File: config.mk
export PLATFORM = sky130hd
export DESIGN_NAME = time_slot_mapper
export DESIGN_NICKNAME = d
export VERILOG_FILES = /design/src/rtl/tsm_pkg.sv /design/src/rtl/tsm_frame_counter.sv /design/src/rtl/tsm_share_walker.sv /design/src/rtl/time_slot_mapper.sv
export SDC_FILE = /design/constraint.sdc
export NUM_CORES = 1
export LEC_CHECK = 0
export BUFFER_PORTS_ARGS = -buffer_cell sky130_fd_sc_hd__buf_2
export CORE_MARGIN = 1
export CORE_UTILIZATION = 55
export CTS_CLUSTER_SIZE = 10
export DETAILED_ROUTE_END_ITERATION = 8
export HOLD_SLACK_MARGIN = 0.1
export PLACE_DENSITY_LB_ADDON = 0.05
export SLEW_MARGIN = 20
export SYNTH_ARGS = -nofsm -noshare
export SYNTH_HDL_FRONTEND = slang
export SYNTH_SLANG_ARGS = --single-unit
File: constraint.sdc
create_clock -name clk -period 18.35 [get_ports clk]
set_input_delay 1.835 -clock clk [delete_from_list [all_inputs] [get_ports clk]]
set_output_delay 1.835 -clock clk [all_outputs]
set_load 0.02 [all_outputs]
File: src/rtl/tsm_pkg.sv
package tsm_pkg;

   localparam int BITS_PER_SLOT = 8;

   typedef enum logic [2:0] {
      MODE_T1   = 3'd0,
      MODE_E1   = 3'd1,
      MODE_4M   = 3'd2,
      MODE_8M   = 3'd3,
      MODE_UNCH = 3'd4
   } tsm_mode_e;

   // number of slots in one frame, 0 for unchannelized or invalid
   function automatic int slots_of(input logic [2:0] m);
      case (m)
         MODE_T1: return 24;
         MODE_E1: return 32;
         MODE_4M: return 64;
         MODE_8M: return 128;
         default: return 0;
      endcase
   endfunction

   // clocks between syncs; unchannelized wraps every byte
   function automatic int frame_len_of(input logic [2:0] m);
      case (m)
         MODE_T1: return 193;
         MODE_E1: return 256;
         MODE_4M: return 512;
         MODE_8M: return 1024;
         default: return BITS_PER_SLOT;
      endcase
   endfunction

endpackage

File: src/rtl/tsm_frame_counter.sv
module tsm_frame_counter #(
   parameter int POS_W  = 11,
   parameter int SLOT_W = 7
) (
   input  logic              clk,
   input  logic              rst_n,
   input  logic              unch,
   input  logic              framing_bit,
   input  logic [POS_W-1:0]  frame_len,
   input  logic              sync,
   output logic              slot_end,
   output logic [SLOT_W-1:0] slot_num
);

   logic [POS_W-1:0] pos_q, pos_d, cur_pos, data_off;
   logic             aligned_q, live, is_framing;

   always_comb begin
      cur_pos    = (sync && !unch) ? '0 : pos_q;
      live       = unch || aligned_q || sync;
      is_framing = framing_bit && (cur_pos == '0);
      data_off   = framing_bit ? cur_pos - POS_W'(1) : cur_pos;
      slot_end   = live && !is_framing && (data_off[2:0] == 3'd7);
      slot_num   = unch ? '0 : data_off[3 +: SLOT_W];
      pos_d      = (cur_pos == frame_len - POS_W'(1)) ? '0 : cur_pos + POS_W'(1);
   end

   always_ff @(posedge clk) begin
      if (!rst_n) begin
         pos_q     <= '0;
         aligned_q <= 1'b0;
      end else begin
         pos_q     <= pos_d;
         aligned_q <= aligned_q | (sync & ~unch);
      end
   end


   pos_in_frame_chk: assert property (@(posedge clk) disable iff (!rst_n)
      pos_q < frame_len);


   no_slot_unaligned_chk: assert property (@(posedge clk) disable iff (!rst_n)
      (!unch && !aligned_q && !sync) |-> !slot_end);

endmodule

File: src/rtl/tsm_share_walker.sv
module tsm_share_walker #(
   parameter int CNT_W = 8
) (
   input  logic             clk,
   input  logic             rst_n,
   input  logic             step,
   input  logic             restart,
   input  logic [CNT_W-1:0] slots_per,
   input  logic [CNT_W-1:0] chan_count,
   output logic [CNT_W-1:0] chan_off
);

   logic [CNT_W-1:0] share_q, ch_q, cur_share, cur_ch;
   logic             advance;

   always_comb begin
      cur_share = restart ? '0 : share_q;
      cur_ch    = restart ? '0 : ch_q;
      advance   = (cur_share == slots_per - CNT_W'(1)) &&
                  (cur_ch != chan_count - CNT_W'(1)) && (chan_count != '0);
      chan_off  = cur_ch;
   end

   always_ff @(posedge clk) begin
      if (!rst_n) begin
         share_q <= '0;
         ch_q    <= '0;
      end else if (step) begin
         if (advance) begin
            share_q <= '0;
            ch_q    <= cur_ch + CNT_W'(1);
         end else begin
            share_q <= (cur_share == '1) ? cur_share : cur_share + CNT_W'(1);
            ch_q    <= cur_ch;
         end
      end
   end


   chan_off_range_chk: assert property (@(posedge clk) disable iff (!rst_n)
      (chan_count != '0) |-> (ch_q < chan_count));

endmodule

File: src/rtl/time_slot_mapper.sv
module time_slot_mapper
   import tsm_pkg::*;
#(
   parameter int MAX_SLOTS = 128,
   parameter int CHAN_W    = 8,
   localparam int SLOT_W   = $clog2(MAX_SLOTS),
   localparam int CNT_W    = SLOT_W + 1,
   localparam int POS_W    = $clog2(MAX_SLOTS * BITS_PER_SLOT) + 1
) (
   input  logic              clk,
   input  logic              rst_n,
   input  logic [2:0]        mode,
   input  logic [CHAN_W-1:0] first_chan,
   input  logic [CNT_W-1:0]  chan_count,
   input  logic              sync,
   input  logic              din,
   output logic              cfg_err,
   output logic              byte_valid,
   output logic [7:0]        byte_data,
   output logic [SLOT_W-1:0] slot_idx,
   output logic [CHAN_W-1:0] chan_id
);

   if (MAX_SLOTS < 24) begin : g_bad_depth
      $error("MAX_SLOTS must cover the 24-slot frame");
   end
   if ((MAX_SLOTS & (MAX_SLOTS - 1)) != 0) begin : g_bad_pow2
      $error("MAX_SLOTS must be a power of two");
   end
   if (CHAN_W < CNT_W) begin : g_bad_chan
      $error("CHAN_W too narrow for the channel count");
   end

   logic              unch, framing_bit, slot_end, emit;
   logic [CNT_W-1:0]  nslots, slots_per, chan_off;
   logic [POS_W-1:0]  frame_len;
   logic [SLOT_W-1:0] slot_num;
   logic [6:0]        shift_q;

   always_comb begin
      unch        = (mode == MODE_UNCH);
      framing_bit = (mode == MODE_T1);
      nslots      = CNT_W'(slots_of(mode));
      frame_len   = POS_W'(frame_len_of(mode));
      slots_per   = (chan_count == '0 || unch) ? '0 : nslots / chan_count;
      cfg_err     = (mode > MODE_UNCH) ||
                    (unch && chan_count > CNT_W'(1)) ||
                    (!unch && chan_count > nslots) ||
                    (32'(slots_of(mode)) > MAX_SLOTS);
      emit        = slot_end && !cfg_err && (chan_count != '0);
   end

   tsm_frame_counter #(.POS_W(POS_W), .SLOT_W(SLOT_W)) counter_i (
      .clk         (clk),
      .rst_n       (rst_n),
      .unch        (unch),
      .framing_bit (framing_bit),
      .frame_len   (frame_len),
      .sync        (sync),
      .slot_end    (slot_end),
      .slot_num    (slot_num)
   );

   tsm_share_walker #(.CNT_W(CNT_W)) walker_i (
      .clk        (clk),
      .rst_n      (rst_n),
      .step       (slot_end),
      .restart    (slot_num == '0),
      .slots_per  (slots_per),
      .chan_count (chan_count),
      .chan_off   (chan_off)
   );

   always_ff @(posedge clk) begin
      if (!rst_n) begin
         shift_q    <= '0;
         byte_valid <= 1'b0;
         byte_data  <= '0;
         slot_idx   <= '0;
         chan_id    <= '0;
      end else begin
         shift_q    <= {shift_q[5:0], din};
         byte_valid <= emit;
         if (emit) begin
            byte_data <= {shift_q, din};
            slot_idx  <= slot_num;
            chan_id   <= first_chan + (unch ? '0 : CHAN_W'(chan_off));
         end
      end
   end


   no_strobe_on_err_chk: assert property (@(posedge clk) disable iff (!rst_n)
      cfg_err |=> !byte_valid);


   idle_port_chk: assert property (@(posedge clk) disable iff (!rst_n)
      (chan_count == '0) |=> !byte_valid);


   chan_in_range_chk: assert property (@(posedge clk) disable iff (!rst_n)
      byte_valid |-> (CHAN_W'(chan_id - first_chan) < CHAN_W'(chan_count)));


   slot_in_frame_chk: assert property (@(posedge clk) disable iff (!rst_n)
      (byte_valid && !unch) |-> (CNT_W'(slot_idx) < nslots));


   unch_slot_zero_chk: assert property (@(posedge clk) disable iff (!rst_n)
      (byte_valid && unch) |-> (slot_idx == '0 && chan_id == first_chan));


   single_strobe_chk: assert property (@(posedge clk) disable iff (!rst_n)
      byte_valid |=> !byte_valid);

endmodule

---- Word-level counts from Yosys, hierarchy flattened ----
Index checks and enable logic that the tools add are counted.
word-level totals
  register bits after elaboration ......... 59
  input bits .............................. 23
  output and inout bits ................... 25
operators by class
  $add $sub $neg .......................... 8
  divide/modulo/power cells ............... 1
  $lt $le $gt $ge ......................... 4
  eq/ne operators ......................... 9
  muxes and demuxes ....................... 12
  bitwise logic cells ..................... 4
  reductions and logical operators ........ 25
operators by type and width
  operator                 count
  $mux W8                  7
  $pmux W11 S4             1
  $gt A32 B9 Y1 const B    1
  $pmux W8 S4              1
  $add A8 B1 Y8 const B    2
  $sub A8 B1 Y8 const B    2
  $add A11 B1 Y11 const B  1
  $eq A11 B11 Y1           1
  $logic_not A11 Y1        1
  $mux W11                 1
  $sub A11 B1 Y11 const B  1
  $logic_and A1 B1 Y1      10
  $mux W10                 1
  $sub A10 B1 Y10 const B  1
  $add A8 B8 Y8            1
  $div A8 B8 Y8            1
  $eq A8 B8 Y1             1
  $eq A8 B8 Y1 const B     1
  $gt A8 B1 Y1 const B     1
  $gt A8 B8 Y1             1
  $logic_not A8 Y1         1
  $ne A8 B8 Y1             1
  $reduce_bool A8 Y1       1
  $logic_not A7 Y1         1
  other kinds (12)         22

---- Longest topological paths before layout ----
Gate-level depths: netlist (run 1).
  word-level depth ........................ 13
  gate-level depth with buffers ........... 60
  gate-level depth less buffers ........... 58

---- Modules after synthesis ----
From an unflattened synthesis (run 1), not the netlist that was laid out.
second synthesis, totals
  cell total of the unflattened synthesis .. 799
  area, all modules ....................... 6417.4 um^2
by module, submodules not included
  module             instances  cells each  area an instance (um^2)  seq. area each (um^2)
  time_slot_mapper   1          408         3470.8                   620.6
  tsm_share_walker   1          207         1616.6                   320.3
  tsm_frame_counter  1          184         1330.0                   240.2

---- Worst setup path after synthesis (run 1) ----
Ideal clock, no wire load.
  kind .................................... input port to flip-flop
  start point ............................. in chan_count[0]
  end point ............................... reg walker_i.ch_q[7]
  data arrival time ....................... 13.842 ns
  data required time ...................... 18.231 ns
  path slack .............................. 4.389 ns
  cell stages on the path ................. 50
  path through ............................ clkbuf_1 inv_1 ha_1 a22oi_1 ha_1 o21a_1 o211ai_1 mux2_2 ha_1 o21a_1 o2111ai_1 mux2i_1 ha_1 a21oi_1 nor2b_1 o31ai_1 nor2_1 a21oi_1 [... 14 more ...] a21oi_1 a2bb2oi_1 clkbuf_1 mux2_2 ha_1 a211oi_1 nor2_1 nor3_1 a21oi_1 inv_1 ha_1 o311ai_0 mux2i_1 a21oi_1 a221oi_1 nand4_2 or4_1 mux2i_1
between the ends
  cells in the longest elaborated chain, start to end .. 8
ends and longest elaborated chain
  element                                                RTL line                text
  from (decl)                                            time_slot_mapper.sv:14  input logic [CNT_W-1:0] chan_count,
  branches (longest 6 deep; another with $div A8 B8 Y8)  n/a
  $logic_and A1 B1 Y1 *                                  tsm_share_walker.sv:20  (cur_ch != chan_count - CNT_W'(1)) && (chan_count != '0);
  $mux W8 *                                              tsm_share_walker.sv:29  if (advance) begin
  to (signal assigned)                                   tsm_share_walker.sv:31  ch_q <= cur_ch + CNT_W'(1);
  to (signal assigned)                                   tsm_share_walker.sv:34  ch_q <= cur_ch;
  to (decl)                                              tsm_share_walker.sv:13  logic [CNT_W-1:0] share_q, ch_q, cur_share, cur_ch;
Every way passes the cells marked *.
A chain may end at the register's enable or synchronous reset.

---- Final worst setup path (run 1) ----
  start point ............................. in chan_count[0]
  end point ............................... reg walker_i.share_q[0]
between the ends
  cells in the longest elaborated chain, start to end .. 8
ends and longest elaborated chain
  element                                                RTL line                text
  branches (longest 6 deep; another with $div A8 B8 Y8)  n/a
  $logic_and A1 B1 Y1 *                                  tsm_share_walker.sv:20
  $mux W8 *                                              tsm_share_walker.sv:29
  to (signal assigned)                                   tsm_share_walker.sv:33  share_q <= (cur_share == '1) ? cur_share : cur_share + CNT_W'(1);
  to (decl)                                              tsm_share_walker.sv:13
Marks and branches as above.

==> results of run 1 <==
-- power groups by stage --
stage / sequential, mW / combinational (mW) / clock [mW]
2_1_floorplan: 0.133 / 0.0751 / 0
3_3_place_gp: 0.134 / 0.0938 / 0
3_5_place_dp: 0.134 / 0.0963 / 0
4_1_cts: 0.131 / 0.0971 / 0.113
5_1_grt: 0.131 / 0.109 / 0.119
6_report: 0.131 / 0.0988 / 0.111
-- metal layers --
layer  track usage (%)  part of all wire [%]
met5                 0                     0
met2              46.4                    46
met1              38.4                    47
met3              5.19                   5.8
met4              8.43                  0.95
-- flip-flops by register name (all words and copies together) (netlist names) --
register,count
walker_i.ch_q,8
counter_i.pos_q,11
counter_i.aligned_q,1
byte_valid,1
walker_i.share_q,8
shift_q,7
chan_id,8
slot_idx,7
byte_data,8
-- metrics by stage --
step                      utilization [%]  hold slack (ns)  std cells  setup WS [ns]
after floorplan                         -            0.430        740           4.39
after global placement               59.3            0.433        886           3.04
after detailed placement             59.3            0.443        886           2.33
after CTS                            61.1            0.460        902           2.68
after global routing                 61.1            0.488        902           1.72
final                                61.1            0.457        902           2.75
-- path summary, 6_finish.rpt --
path	slack [ns]	cells past startpoint	end
worst min register to register	0.46	1	shift_q[2]$_SDFF_PN0_
worst min-delay path	0.46	1	shift_q[2]$_SDFF_PN0_
worst max register to register	13.90	19	chan_id[7]$_SDFFE_PN0P_
worst max-delay path	2.75	51	walker_i.share_q[0]$_SDFFE_PN0P_
-- area by class of cell --
cell class | count | area (sq um) | share of cell area [%]
Timing Repair Buffer | 48 | 243 | 3.83
Inverter | 33 | 124 | 1.95
Multi-Input combinational cell | 610 | 4440 | 70.1
Sequential cell | 59 | 1180 | 18.6
Clock inverter | 4 | 25.0 | 0.395
Tap cell | 136 | 170 | 2.68
Clock buffer | 12 | 155 | 2.45
-- synthesized netlist by cell type (5+ instances only) --
cell / count
a22oi_1: 6
a21o_1: 11
and2_1: 23
o211ai_1: 5
nor2_1: 54
xor2_1: 18
inv_1: 33
nand4_1: 13
ha_1: 57
nor4_1: 7
mux2i_1: 30
o21bai_1: 5
o2111ai_1: 5
nand2_1: 62
nor3_1: 29
a21boi_0: 5
clkbuf_1: 28
mux2_2: 14
nand3_1: 33
o21ai_0: 25
a21oi_1: 38
dfxtp_1: 59
nor2b_1: 21
nand3b_1: 5
or3_1: 7
xnor2_1: 27
and3_1: 10
nand2b_1: 8
o21a_1: 7
-- cells by family after synthesis --
| group | after synthesis |
|---|---|
| fa+ha+maj | 59 |
| xor+xnor | 46 |
| buf+inv | 71 |
| simple gates | 300 |
| mux | 44 |
| flops | 59 |
| compound gates | 161 |
==> impl_results.md, run 1 <==
* Status: completed
* Number of synthesized register bits at 59
* Fin crit share at a little over four fifths
* Max transition margin at a little under a third
* Max-slew violation count at 0
* Area Growth Syn to Fin at 7.24%
* Post-CTS Hold Buffers at 0
* Die Ht at roughly 110 um
* Cell Pwr Density at around 54 mW/mm^2
* Flop pwr share at 38.4%
* Row count at 37
* Max-cap violations at 0
* Post-Route WL at approximately 15000 um
* Worst setup path startpoint: chan_count[0]
* EDFF count, synth at 0
* DRT antenna net count at 0
* Largest stage delay, worst path at 0.59 ns
* Leak at around 2.7 nW
* Sw Share at between 30% and 40%
* Initial drt markers at roughly 320
* Simple-Gate Fraction of Synth Area at a little over a quarter
* Fin area at roughly 0.0063 sq mm
* Critical path capture point type: flop
* Combinational fraction of design power at 29.0%
* Largest net degree at the start of global routing at 66
* Vias in the first global route at ~5200
* Die area at between 0.01 and 0.015 sq mm
* TritonCTS clock tree: built
* Routed WL per cell at ~17 um
* CTS root buf: clkbuf_8
* Synth Area in Compound Gates at 20.4%
* Pint at between 0.2 and 0.25 mW
* Clk buf depth at 2
* Clock Power Share at 32.6%
* Final setup violation count at 0
* Mapped Area at a little under 0.006 sq mm
* First-pass GRT wire length at 25700 um
* Hold Path Class: flop to flop
* Xor and xnor area share after synthesis at under 10%
* Most frequent cells in the layout: nand2_1 (62), dfxtp_1 (59), ha_1 (57)
* Startpoint Class: primary input
* VDD IR max at approximately 46 uV
* CP dominant cell by count: ha_1
* Worst-Skew Late Latency at around 0.36 ns
* Detailed placement HPWL at ~11000 um
* Post-route DRC at 0
* Ant diodes at 0
* Syn_nets at ~820
* Drt via density at about 6.2
* Gr usage total at about 29%
* Post-synthesis adder-cell area fraction at 12.7%
* Worst path bufs/invs at 3
* Initial antenna violation count at 0
* Io pins at 48
* Post-synth top area share at 20.0%
* Data required, critical path at about 19 ns
* RR Startpoint: counter_i.pos_q[0]$_SDFF_PP0_
* Synth top area cells: dfxtp_1 (20%), ha_1 (12%), mux2i_1 (5.1%)
* Port Buf Inserts at 47
* Post-synth cell types at 79
* Net Sw Power at around 0.12 mW
* Clock skew at between 0.01 and 0.015 ns
* Nets at 843
* Vias at around 5600
* Most common cell after layout, fill and taps aside: nand2_1
* DRT Pass-1 Iters at 6
* Post-CTS Setup Repair Bufs at 0
* Leading area contributor after synthesis: dfxtp_1
* Critical path's top delay family: compound AO/OA/AOI/OAI gates
* Worst Path Max Fanout at 15
* Post-CTS resize count at 0
* Arrival time worst endpoint at 15.85 ns
* Syn Inst Count at 740
* Seq/Total Area, Yosys at about a fifth
* Hold_sp: shift_q[1]$_SDFF_PN0_
* Clock transition at path regs at 0.07 ns
* H-Tree Depth at 3
* Slowest CP cell: o31ai_1
* Fmax at 64.1 MHz
* Power Total at around 0.34 mW
* Worst slew pin tran at about 1.0 ns
* Ys flop type: dfxtp_1
* Synth Area per Inst at 7.99 sq um
* Die Wd at 106 um
* CORE AREA at 0.0104 sq mm
* Gpl congestion at about 0.9
* Sink Count at 59
* TritonCTS Buffers at 9
* Total negative slack at 0 ns
* Fraction of layout cells with a size suffix above 1 at 13.7%
* Yosys warnings at 0
* Largest family of logic cells by synthesized area: simple AND/OR/NAND/NOR gates
* Mux share of post-synthesis cell area at approximately 7.7%
* Initial Util at 57.0%
* Final Hold Vio Count at 0
* Overflow after GRT at 0
* Fillers at 960
* Placed cell area at 0.00615 sq mm
* Period minus WS final at between 15 and 20 ns
* RSZ-0062 raised after global routing: false
* Async SR Flop Fraction at 0%
* Kind of critical path: primary input to flop
Note: power is estimated with default switching activity, not from simulation.
==> run 2: changes to the inputs <==
==> constraint.sdc (replaced) <==
create_clock -name clk -period 15.7 [get_ports clk]
set_input_delay 1.57 -clock clk [delete_from_list [all_inputs] [get_ports clk]]
set_output_delay 1.57 -clock clk [all_outputs]
set_load 0.02 [all_outputs]
==> run 2 against run 1 <==
  * Sequential cell count did not move
  * Clock skew shrank 0.0030 ns
  * Register-to-register slack lost 2.6 ns
  * Worst hold slack improved by 0.0013 ns
  * Clock-buffer cell count fell by 2
  * Critical endpoint unchanged
==> impl_results.md, run 2 (same netlist as run 1, synthesis figures left out) <==
* RSZ-0062 raised after global routing: false
* Critical path capture point type: flop
* WHS Path Cells at 1
* Post-layout util at between 60% and 70%
* Hold_sp: shift_q[4]$_SDFF_PN0_
* Area Growth Syn to Fin at 8.49%
* First-pass GRT wire length at about 25000 um
* Most common cell after layout, fill and taps aside: nand2_1
* Overflow after GRT at 0
* DR WL met3 at about 850 um
* Hold EP: shift_q[5]$_SDFF_PN0_
* Fin crit share at slightly above 90%
* End of the worst register-to-register path: chan_id[7]$_SDFFE_PN0P_
* TritonCTS clock tree: built
* CORE AREA at around 0.010 sq mm
* Slowest CP cell: and4_1
* Post-route DRC at 0
* Hold Path Class: flop to flop
* Most frequent cells in the layout: nand2_1 (62), dfxtp_1 (59), ha_1 (57)
* DRT Pass-1 Iters at 5
* Total negative slack at 0 ns
* Max transition margin at approximately 30%
* Pint at just under 0.3 mW
* Cell Pwr Density at 66.9 mW/mm^2
* Io pins at between 40 and 50
* Kind of critical path: primary input to flop
* Combinational fraction of design power at between 20 and 30%
* Max FFs per register at 11
* Gr usage total at between 20% and 30%
* Gpl congestion at 0.952
* Period minus WS final at approximately 14 ns
* Drt via density at 6.17
* Final Hold Vio Count at 0
* Startpoint Class: primary input
* Largest net degree at the start of global routing at 66
* Max-slew violation count at 0
* Final setup violation count at 0
* RR Startpoint: counter_i.pos_q[0]$_SDFF_PP0_
* Clock Power Share at a little under two fifths
* Row count at 37
* Clock skew at about 0.012 ns
* Data required, critical path at 15.96 ns
* Status: completed
* Minimum hold slack at roughly 0.46 ns
* TritonCTS Buffers at 9
* VDD IR max at between 70 and 80 uV
* Post-Route WL at between 10000 and 15000 um
* Vias in the first global route at approximately 5200
* Clk buf depth at 2
* DRT antenna net count at 0
* Port Buf Inserts at between 40 and 50
* Metal-1 WL at around 7000 um
* Die Wd at ~110 um
* DR top layer: met4
* Clock transition at path regs at 0.08 ns
* Detailed placement HPWL at around 11000 um
* CTS root buf: clkbuf_8
* Routed WL per cell at roughly 16 um
* Die Ht at approximately 110 um
* Worst Path Max Fanout at 15
* H-Tree Depth at 3
* Fraction of layout cells with a size suffix above 1 at 14.2%
* Flop pwr share at 35.6%
* CP dominant cell by count: ha_1
* Ant diodes at 0
* Arrival time worst endpoint at between 10 and 15 ns
* Initial Util at 57.0%
* Initial drt markers at 307
* Max-cap violations at 0
* Reg with most FFs: counter_i.pos_q
* Fmax at just under 70 MHz
* Largest stage delay, worst path at approximately 0.48 ns
* Worst slew pin tran at about 1.0 ns
* Leak at 2.76 nW
* Routed wl met2 at approximately 6700 um
* Worst r2r path cells at 19
* Vias at between 5000 and 6000
* Net Sw Power at 0.139 mW
* Worst-Skew Late Latency at around 0.36 ns
* Sw Share at 32.4%
* Sink Count at between 50 and 60
* R2r setup slk at ~11 ns
* Initial antenna violation count at 0
* Die area at 0.0112 sq mm
* Nets at around 840
run 2: cell count changes in the layout (fill, tap and decap cells not counted), sizes merged:
cell	delta
buf	+1
clkbuf	-2
bufinv	+2
run 2: worst max-delay path, delay by kind of cell:
kind                     cells  cell delay, ns
AO/OA/AOI/OAI               25            6.09
multiplexers                 5            1.76
buffers and inverters        4            0.88
adder cells (fa/ha/maj)     10            2.95
AND/OR/NAND/NOR              7            1.38
run 2: worst max-delay path by stage:
stage                        startpoint  cells past startpoint                                to
after floorplan           chan_count[0]                     50     walker_i.ch_q[7]$_SDFFE_PN0P_
after global placement    chan_count[5]                     51     walker_i.ch_q[7]$_SDFFE_PN0P_
after detailed placement  chan_count[0]                     51  walker_i.share_q[0]$_SDFFE_PN0P_
after CTS                 chan_count[0]                     51  walker_i.share_q[0]$_SDFFE_PN0P_
after global routing      chan_count[0]                     52  walker_i.share_q[0]$_SDFFE_PN0P_
final                     chan_count[0]                     51  walker_i.share_q[0]$_SDFFE_PN0P_
run 2: cell type report:
class / instances / area (sq um)
repair buffers: 49 / 250
clock inverters: 6 / 88.8
clock buffers: 10 / 138
inverters: 33 / 124
well taps: 136 / 170
flip-flops and latches: 59 / 1180
fillers: 950 / 3960
multi-input cells: 610 / 4460
run 2: metrics by stage:
step / instance area (sq um) / setup WS [ns] / total power, mW / cells
2_1_floorplan: 5910 / 2.00 / 0.244 / 740
3_3_place_gp: 6160 / 1.14 / 0.266 / 887
3_5_place_dp: 6160 / 0.424 / 0.269 / 887
4_1_cts: 6390 / 0.804 / 0.430 / 903
5_1_grt: 6410 / 0.102 / 0.451 / 903
6_report: 6410 / 1.29 / 0.429 / 903
run 2: power groups by stage:
stage               clock, mW  sequential, mW  combinational (mW)
floorplan                   0           0.156              0.0878
global placement            0           0.156               0.110
detailed placement          0           0.156               0.113
CTS                     0.164           0.153               0.114
global route            0.170           0.153               0.128
finish                  0.160           0.153               0.116
run 2: layer usage:
layer,global-route usage [%],vias up
met2,43.9,164
met4,10.1,0
met5,0,-
met1,38.1,2643
met3,4.27,24
li1,-,2738
run 2: timing repair:
item / in CTS / in global routing
hold buffers: 0 / 0
resized for setup: 0 / 4
setup buffers: 0 / 0
endpoints found under the setup margin: 0 / 16
